--- src/rtl/sic_pkg.sv ---
package sic_pkg;

    // State of the register read-response machine
    typedef enum logic {
        PORT_IDLE = 1'b0,
        PORT_RESP = 1'b1
    } port_state_e;

    // Default word width of both banks
    localparam int SIC_WORD_W = 32;

    // Controller source that is level-type and immune to write-1 clear
    localparam int SIC_UNDERFLOW_LINE = 27;

endpackage

--- src/rtl/sic_decode.sv ---
module sic_decode #(
    parameter int ADDR_W    = 8,
    parameter int MASK_BASE = 32,
    parameter int NUM_WORDS = 16,
    localparam int IDX_W    = $clog2(NUM_WORDS)
) (
    input  logic [ADDR_W-1:0] addr,
    output logic              hit_mask,
    output logic              hit_pend,
    output logic [IDX_W-1:0]  idx
);

    localparam int BASE_WORD = MASK_BASE / 4;

    always_comb begin
        int word_addr;
        int rel;
        logic aligned;
        word_addr = int'(addr[ADDR_W-1:2]);
        rel       = word_addr - BASE_WORD;
        aligned   = (addr[1:0] == 2'b00);
        hit_mask  = aligned && (rel >= 0) && (rel < NUM_WORDS);
        hit_pend  = aligned && (rel >= NUM_WORDS) && (rel < 2 * NUM_WORDS);
        if (hit_pend) begin
            idx = IDX_W'(rel - NUM_WORDS);
        end else begin
            idx = IDX_W'(rel);
        end
    end

endmodule

--- src/rtl/sic_word.sv ---
module sic_word #(
    parameter int                DATA_W = 32,
    parameter logic [DATA_W-1:0] STICKY = '0
) (
    input  logic              clk,
    input  logic              rst_n,
    input  logic              mask_we,
    input  logic              pend_wc,
    input  logic [DATA_W-1:0] wdata,
    input  logic [DATA_W-1:0] trig,
    output logic [DATA_W-1:0] mask_q,
    output logic [DATA_W-1:0] pend_q,
    output logic              active
);

    logic [DATA_W-1:0] clr_bits;
    logic [DATA_W-1:0] pend_d;

    always_comb begin
        clr_bits = pend_wc ? (wdata & ~STICKY) : '0;
        // a trigger in the same cycle wins over a clear
        pend_d   = (pend_q & ~clr_bits) | trig;
    end

    always_ff @(posedge clk or negedge rst_n) begin
        if (!rst_n) begin
            mask_q <= '0;
            pend_q <= '0;
        end else begin
            if (mask_we) begin
                mask_q <= wdata;
            end
            pend_q <= pend_d;
        end
    end

    assign active = |(mask_q & pend_q);

endmodule

--- src/rtl/sic_port.sv ---
module sic_port
    import sic_pkg::*;
#(
    parameter int DATA_W = 32
) (
    input  logic              clk,
    input  logic              rst_n,
    input  logic              rd_req,
    input  logic [DATA_W-1:0] rd_word,
    output logic [DATA_W-1:0] rdata,
    output logic              rvalid
);

    port_state_e state_q;
    port_state_e state_d;

    always_ff @(posedge clk or negedge rst_n) begin
        if (!rst_n) begin
            state_q <= PORT_IDLE;
        end else begin
            state_q <= state_d;
        end
    end

    always_comb begin
        state_d = state_q;
        unique case (state_q)
            PORT_IDLE: if (rd_req) state_d = PORT_RESP;
            PORT_RESP: state_d = rd_req ? PORT_RESP : PORT_IDLE;
            default:   state_d = PORT_IDLE;
        endcase
    end

    always_ff @(posedge clk or negedge rst_n) begin
        if (!rst_n) begin
            rdata <= '0;
        end else if (rd_req) begin
            rdata <= rd_word;
        end
    end

    always_comb begin
        rvalid = (state_q == PORT_RESP);
    end

endmodule

--- src/rtl/sticky_irq_combiner.sv ---
module sticky_irq_combiner
    import sic_pkg::*;
#(
    parameter int BUS_LINES    = 256,
    parameter int CTRL_LINES   = 256,
    parameter int DATA_W       = SIC_WORD_W,
    parameter int ADDR_W       = 8,
    parameter int MASK_BASE    = 32,
    parameter int UF_CTRL_LINE = SIC_UNDERFLOW_LINE
) (
    input  logic                  clk,
    input  logic                  rst_n,
    input  logic [BUS_LINES-1:0]  bus_trig,
    input  logic [CTRL_LINES-1:0] ctrl_trig,
    input  logic                  reg_en,
    input  logic                  reg_wr,
    input  logic [ADDR_W-1:0]     reg_addr,
    input  logic [DATA_W-1:0]     reg_wdata,
    output logic [DATA_W-1:0]     reg_rdata,
    output logic                  reg_rvalid,
    output logic                  irq_out
);

    localparam int NUM_LINES = BUS_LINES + CTRL_LINES;
    localparam int NUM_WORDS = NUM_LINES / DATA_W;
    localparam int IDX_W     = $clog2(NUM_WORDS);
    localparam int UF_IDX    = BUS_LINES + UF_CTRL_LINE;
    localparam int UF_WORD   = UF_IDX / DATA_W;
    localparam int UF_BIT    = UF_IDX % DATA_W;

    logic [NUM_LINES-1:0]               trig_all;
    logic [NUM_WORDS-1:0][DATA_W-1:0]   mask_words;
    logic [NUM_WORDS-1:0][DATA_W-1:0]   pend_words;
    logic [NUM_LINES-1:0]               mask_all;
    logic [NUM_LINES-1:0]               pend_all;
    logic [NUM_WORDS-1:0]               word_active;
    logic                               hit_mask;
    logic                               hit_pend;
    logic [IDX_W-1:0]                   idx;
    logic                               wr_req;
    logic                               rd_req;
    logic [DATA_W-1:0]                  rd_word;

    assign trig_all = {ctrl_trig, bus_trig};
    assign mask_all = mask_words;
    assign pend_all = pend_words;
    assign wr_req   = reg_en && reg_wr;
    assign rd_req   = reg_en && !reg_wr;

    sic_decode #(
        .ADDR_W    (ADDR_W),
        .MASK_BASE (MASK_BASE),
        .NUM_WORDS (NUM_WORDS)
    ) u_decode (
        .addr     (reg_addr),
        .hit_mask (hit_mask),
        .hit_pend (hit_pend),
        .idx      (idx)
    );

    for (genvar w = 0; w < NUM_WORDS; w++) begin : g_word
        localparam logic [DATA_W-1:0] STICKY_BITS =
            (w == UF_WORD) ? (DATA_W'(1) << UF_BIT) : '0;
        logic mask_we;
        logic pend_wc;
        assign mask_we = wr_req && hit_mask && (idx == IDX_W'(w));
        assign pend_wc = wr_req && hit_pend && (idx == IDX_W'(w));

        sic_word #(
            .DATA_W (DATA_W),
            .STICKY (STICKY_BITS)
        ) u_word (
            .clk     (clk),
            .rst_n   (rst_n),
            .mask_we (mask_we),
            .pend_wc (pend_wc),
            .wdata   (reg_wdata),
            .trig    (trig_all[w*DATA_W +: DATA_W]),
            .mask_q  (mask_words[w]),
            .pend_q  (pend_words[w]),
            .active  (word_active[w])
        );
    end

    always_comb begin
        rd_word = '0;
        if (hit_mask) begin
            rd_word = mask_words[idx];
        end else if (hit_pend) begin
            rd_word = pend_words[idx];
        end
    end

    sic_port #(
        .DATA_W (DATA_W)
    ) u_port (
        .clk     (clk),
        .rst_n   (rst_n),
        .rd_req  (rd_req),
        .rd_word (rd_word),
        .rdata   (reg_rdata),
        .rvalid  (reg_rvalid)
    );

    assign irq_out = |word_active;

endmodule

--- config.mk ---
export PLATFORM = sky130hd
export DESIGN_NAME = sticky_irq_combiner
export DESIGN_NICKNAME = d
export VERILOG_FILES = /design/src/rtl/sic_pkg.sv /design/src/rtl/sic_decode.sv /design/src/rtl/sic_word.sv /design/src/rtl/sic_port.sv /design/src/rtl/sticky_irq_combiner.sv
export SDC_FILE = /design/constraint.sdc
export NUM_CORES = 2
export LEC_CHECK = 0
export BUFFER_PORTS_ARGS = -buffer_cell sky130_fd_sc_hd__buf_2
export CORE_UTILIZATION = 47
export DETAILED_ROUTE_END_ITERATION = 10
export PLACE_DENSITY_LB_ADDON = 0.1
export SKIP_LAST_GASP = 1
export SLEW_MARGIN = 20
export SYNTH_ARGS = -nofsm -noshare
export SYNTH_HDL_FRONTEND = slang
export SYNTH_SLANG_ARGS = --single-unit
--- constraint.sdc ---
create_clock -name clk -period 5.75 [get_ports clk]
set_clock_uncertainty 0.2 [all_clocks]
set_input_delay 0.575 -clock clk [delete_from_list [all_inputs] [get_ports clk]]
set_output_delay 0.575 -clock clk [all_outputs]
set_load 0.01 [all_outputs]
==> summary.md <==
| Metric | Value |
|---|---|
| Row count | 120 |
| Post-synthesis cell area | 50600 µm² |
| LEAKAGE | around 26 nW |
| Post-layout min period | 5.35 ns |
| DR vias | 44429 |
| CTS H-tree lvls | 3 |
| Most frequent CP cell | nand3_1 |
| Fin nets | ~5300 |
| Clock Path Buffers | 3 |
| Yosys cell types | 37 |
| Antenna violations before repair | 36 |
| Crit-path cells | a22o_1 > a221oi_1 > nand3_1 > nor4_1 > buf_4 > nand3_1 > or4_1 > buf_2 |
| Vias in the first global route | 42374 |
| Seq/Total Area, Yosys | 0.523 |
| Setup Buffers After CTS | 0 |
| Final HPWL DP | between 150000 and 200000 µm |
| Inst Count DP | 5543 |
| Slowest-stage cell, CP | a221oi_1 |
| Peak VDD IR | between 0.2 and 0.25 mV |
| FF+latch count, synth | 1057 |
| Worst path bufs/invs | 2 |
| Status | finished, final reports clean |
| Final WL | 266000 µm |
| Synth Flop Type | dfrtp_1 |
| Kind of cell adding the most delay to the critical path | compound AO/OA/AOI/OAI gates |
| Worst-path maximum fanout | 3 |
| Yosys warns | 0 |
| Final Max Slew Viols | 0 |
| Worst-Margin Slew | 1.21 ns |
| IO Pins | 590 |
| Final total power | 17.3 mW |
| CP arrival | approximately 4.6 ns |
| CTS Buf Count | 116 |
| Starting Density | 0.473 |
| Drc violations | 0 |
| First-pass GRT wire length | ~360000 µm |
| Detailed router's first-iteration violation count | a little under 7000 |
| CTS tree | built |
| Pwr Density | 271 nW/µm² |
| # clock sinks | roughly 1100 |
| Tightest hold margin | 0.291 ns |
| Worst hold-check path type | in2async |
| Core ar. | 107000 µm² |
| Skew-Pair Late Insertion Delay | 0.74 ns |
| Filler Cells Inserted | 8482 |
| Share of cells above drive strength 1 | 0.338 |
| Final Cycle Share | 0.931 |
| FFs w/ async S/R, synth | 1.00 |
| Root Driver | clkbuf_16 |
| Worst setup EP type | output port |
| # setup viols final | 0 |
| Maxcap violations | 0 |
| Worst-path clk slew | 0.06 ns |
| Post-synth EDFFs | 0 |
| RSZ-0062 raised after global routing | false |
| Worst path max stage delay | 1.04 ns |
| Critical path class | reg2out |
| PortBufs | 589 |
| Mapped Nets | 4383 |
| Routability cong. | 1.07 |
| First-pass DRT Iterations | 8 |
| Finished Cell Area | 63800 µm² |
| Mean Syn Cell Area | ~13 µm² |
| Chip Height | about 330 µm |
| Fin. Hold Viols | 0 |
| Largest net degree at the start of global routing | 154 |
| Critical path startpoint category | flip-flop |
| Req. time, crit path | 4.97 ns |
| F_max | 0.187 GHz |
| Detail-routed via count per cell | 7.07 |
| DIE WIDTH | 330 µm |
| Global Route Usage Sum | 0.485 |
| Area after DPL | 54800 µm² |
| Area grow syn2layout | 26.1% |
| Grt total ovfl | 0 |
| Die ar. | approximately 110000 µm² |
| Slew margin rel. | 0.196 |
| Setup TNS | 0 ns |
| Post-DRT Antenna Nets | 0 |
| Fin cells | approximately 6300 |
| Wire per inst | ~42 µm |
| Gate Count Post-Synth | 3826 |
[report_power, final]
part | internal, mW | switching [mW] | total [mW]
sequential | 7.54 | 0.152 | 7.69
combinational | 0.735 | 1.13 | 1.87
clock | 4.50 | 3.25 | 7.75
[sequential cells by signal, indices dropped and copies added (netlist names)]
signal                flops
u_port.rdata             32
u_port.rvalid             1
g_word.u_word.pend_q    512
g_word.u_word.mask_q    512
[layout by cell type (no fill, tap or decap), drive strengths merged, types with 7 or more instances in the layout]
cell and n:
a22oi 84, nor4 9, a22o 113, a21o 511, nand2 67, diode 17, nand4 35, clkbuf 190
o22ai 37, buf 664, bufinv 7, o2111ai 27, nor3 8, mux4 261, a221oi 86, mux2i 54
nand3 525, clkinv 14, dlygate4sd3 513, dfrtp 1057, nor2 35, mux2 512, a211oi 27
[path summary, 6_finish.rpt]
kind / startpoint / to / slack [ns] / cells past startpoint
max: g_word[12].u_word.pend_q[31] / irq_out / 0.40 / 8
min: rst_n / g_word[15].u_word.pend_q[2] / 0.29 / 2
max reg2reg: g_word[9].u_word.mask_q[19] / u_port.rdata[19] / 3.25 / 4
min reg2reg: g_word[10].u_word.pend_q[13] / g_word[10].u_word.pend_q[13] / 0.31 / 1
max in group asynchronous: rst_n / g_word[3].u_word.pend_q[4] / 3.59 / 3
min in group clk: reg_wdata[20] / g_word[2].u_word.pend_q[20] / 0.29 / 3
[Yosys cell counts (4+ instances only)]
library cell,count,share of area
dfrtp_1,1057,0.52
nand3_1,525,0.052
mux2_2,512,0.11
a21o_1,511,0.076
mux4_2,261,0.12
clkbuf_1,166,0.012
buf_2,118,0.012
a22o_1,113,0.020
a221oi_1,86,0.015
a22oi_1,84,0.012
nand2_1,67,0.0050
mux2i_1,54,0.011
buf_1,47,0.0035
o22ai_1,37,0.0046
nand4_1,35,0.0043
nor2_1,35,0.0026
a211oi_1,27,0.0040
o2111ai_1,27,0.0047
buf_4,15,0.0022
nor4_1,9,0.0011
nand2b_1,5,0.00062
nor3_2,5,0.00099
o31ai_1,5,0.00074
buf_6,4,0.00089
[cell type report]
| cell class | count | area (µm²) | share of cell area |
|---|---|---|---|
| Timing Repair Buffer | 1177 | 8920 | 0.140 |
| Inverter | 3 | 11.3 | 0.000176 |
| Clock inverter | 24 | 307 | 0.00480 |
| Sequential cell | 1057 | 26500 | 0.414 |
| Clock buffer | 190 | 3550 | 0.0557 |
| Antenna cell | 17 | 42.5 | 0.000667 |
| Multi-Input combinational cell | 2416 | 22800 | 0.357 |
| Tap cell | 1403 | 1760 | 0.0275 |
[per-layer routing]
metal / vias up / wire length [µm] / GRT usage
met2: 3640 / 114000 / 0.695
met1: 23241 / 94700 / 0.613
met4: 30 / 19700 / 0.293
li1: 16738 / - / -
met5: - / 399 / 0.00609
met3: 780 / 37400 / 0.199
[logic make-up (layout without fill, tap and decap cells)]
kind of cell | Yosys count | count (layout) | share of synthesized area
flip-flops | 1057 | 1057 | 0.523
buffers and inverters | 353 | 1394 | 0.0308
AND/OR/NAND/NOR | 697 | 697 | 0.0688
AO/OA/AOI/OAI | 891 | 891 | 0.137
multiplexers | 827 | 827 | 0.241
adder cells (fa/ha/maj) | 1 | 1 | 0.000247
other | 0 | 17 | 0
[what timing repair did]
action / in CTS / in global routing
endpoints found under the hold margin: 580 / 0
resized for setup: 0 / 0
endpoints found under the setup margin: 0 / 0
hold buffers: 513 / 0
[through the flow]
step	setup WS, ns	utilization
2_1_floorplan	3.03	-
3_3_place_gp	1.28	0.512
3_5_place_dp	1.28	0.513
4_1_cts	0.744	0.597
5_1_grt	0.485	0.597
6_report	0.399	0.597
No activity file was read; power rests on OpenSTA's default activity.
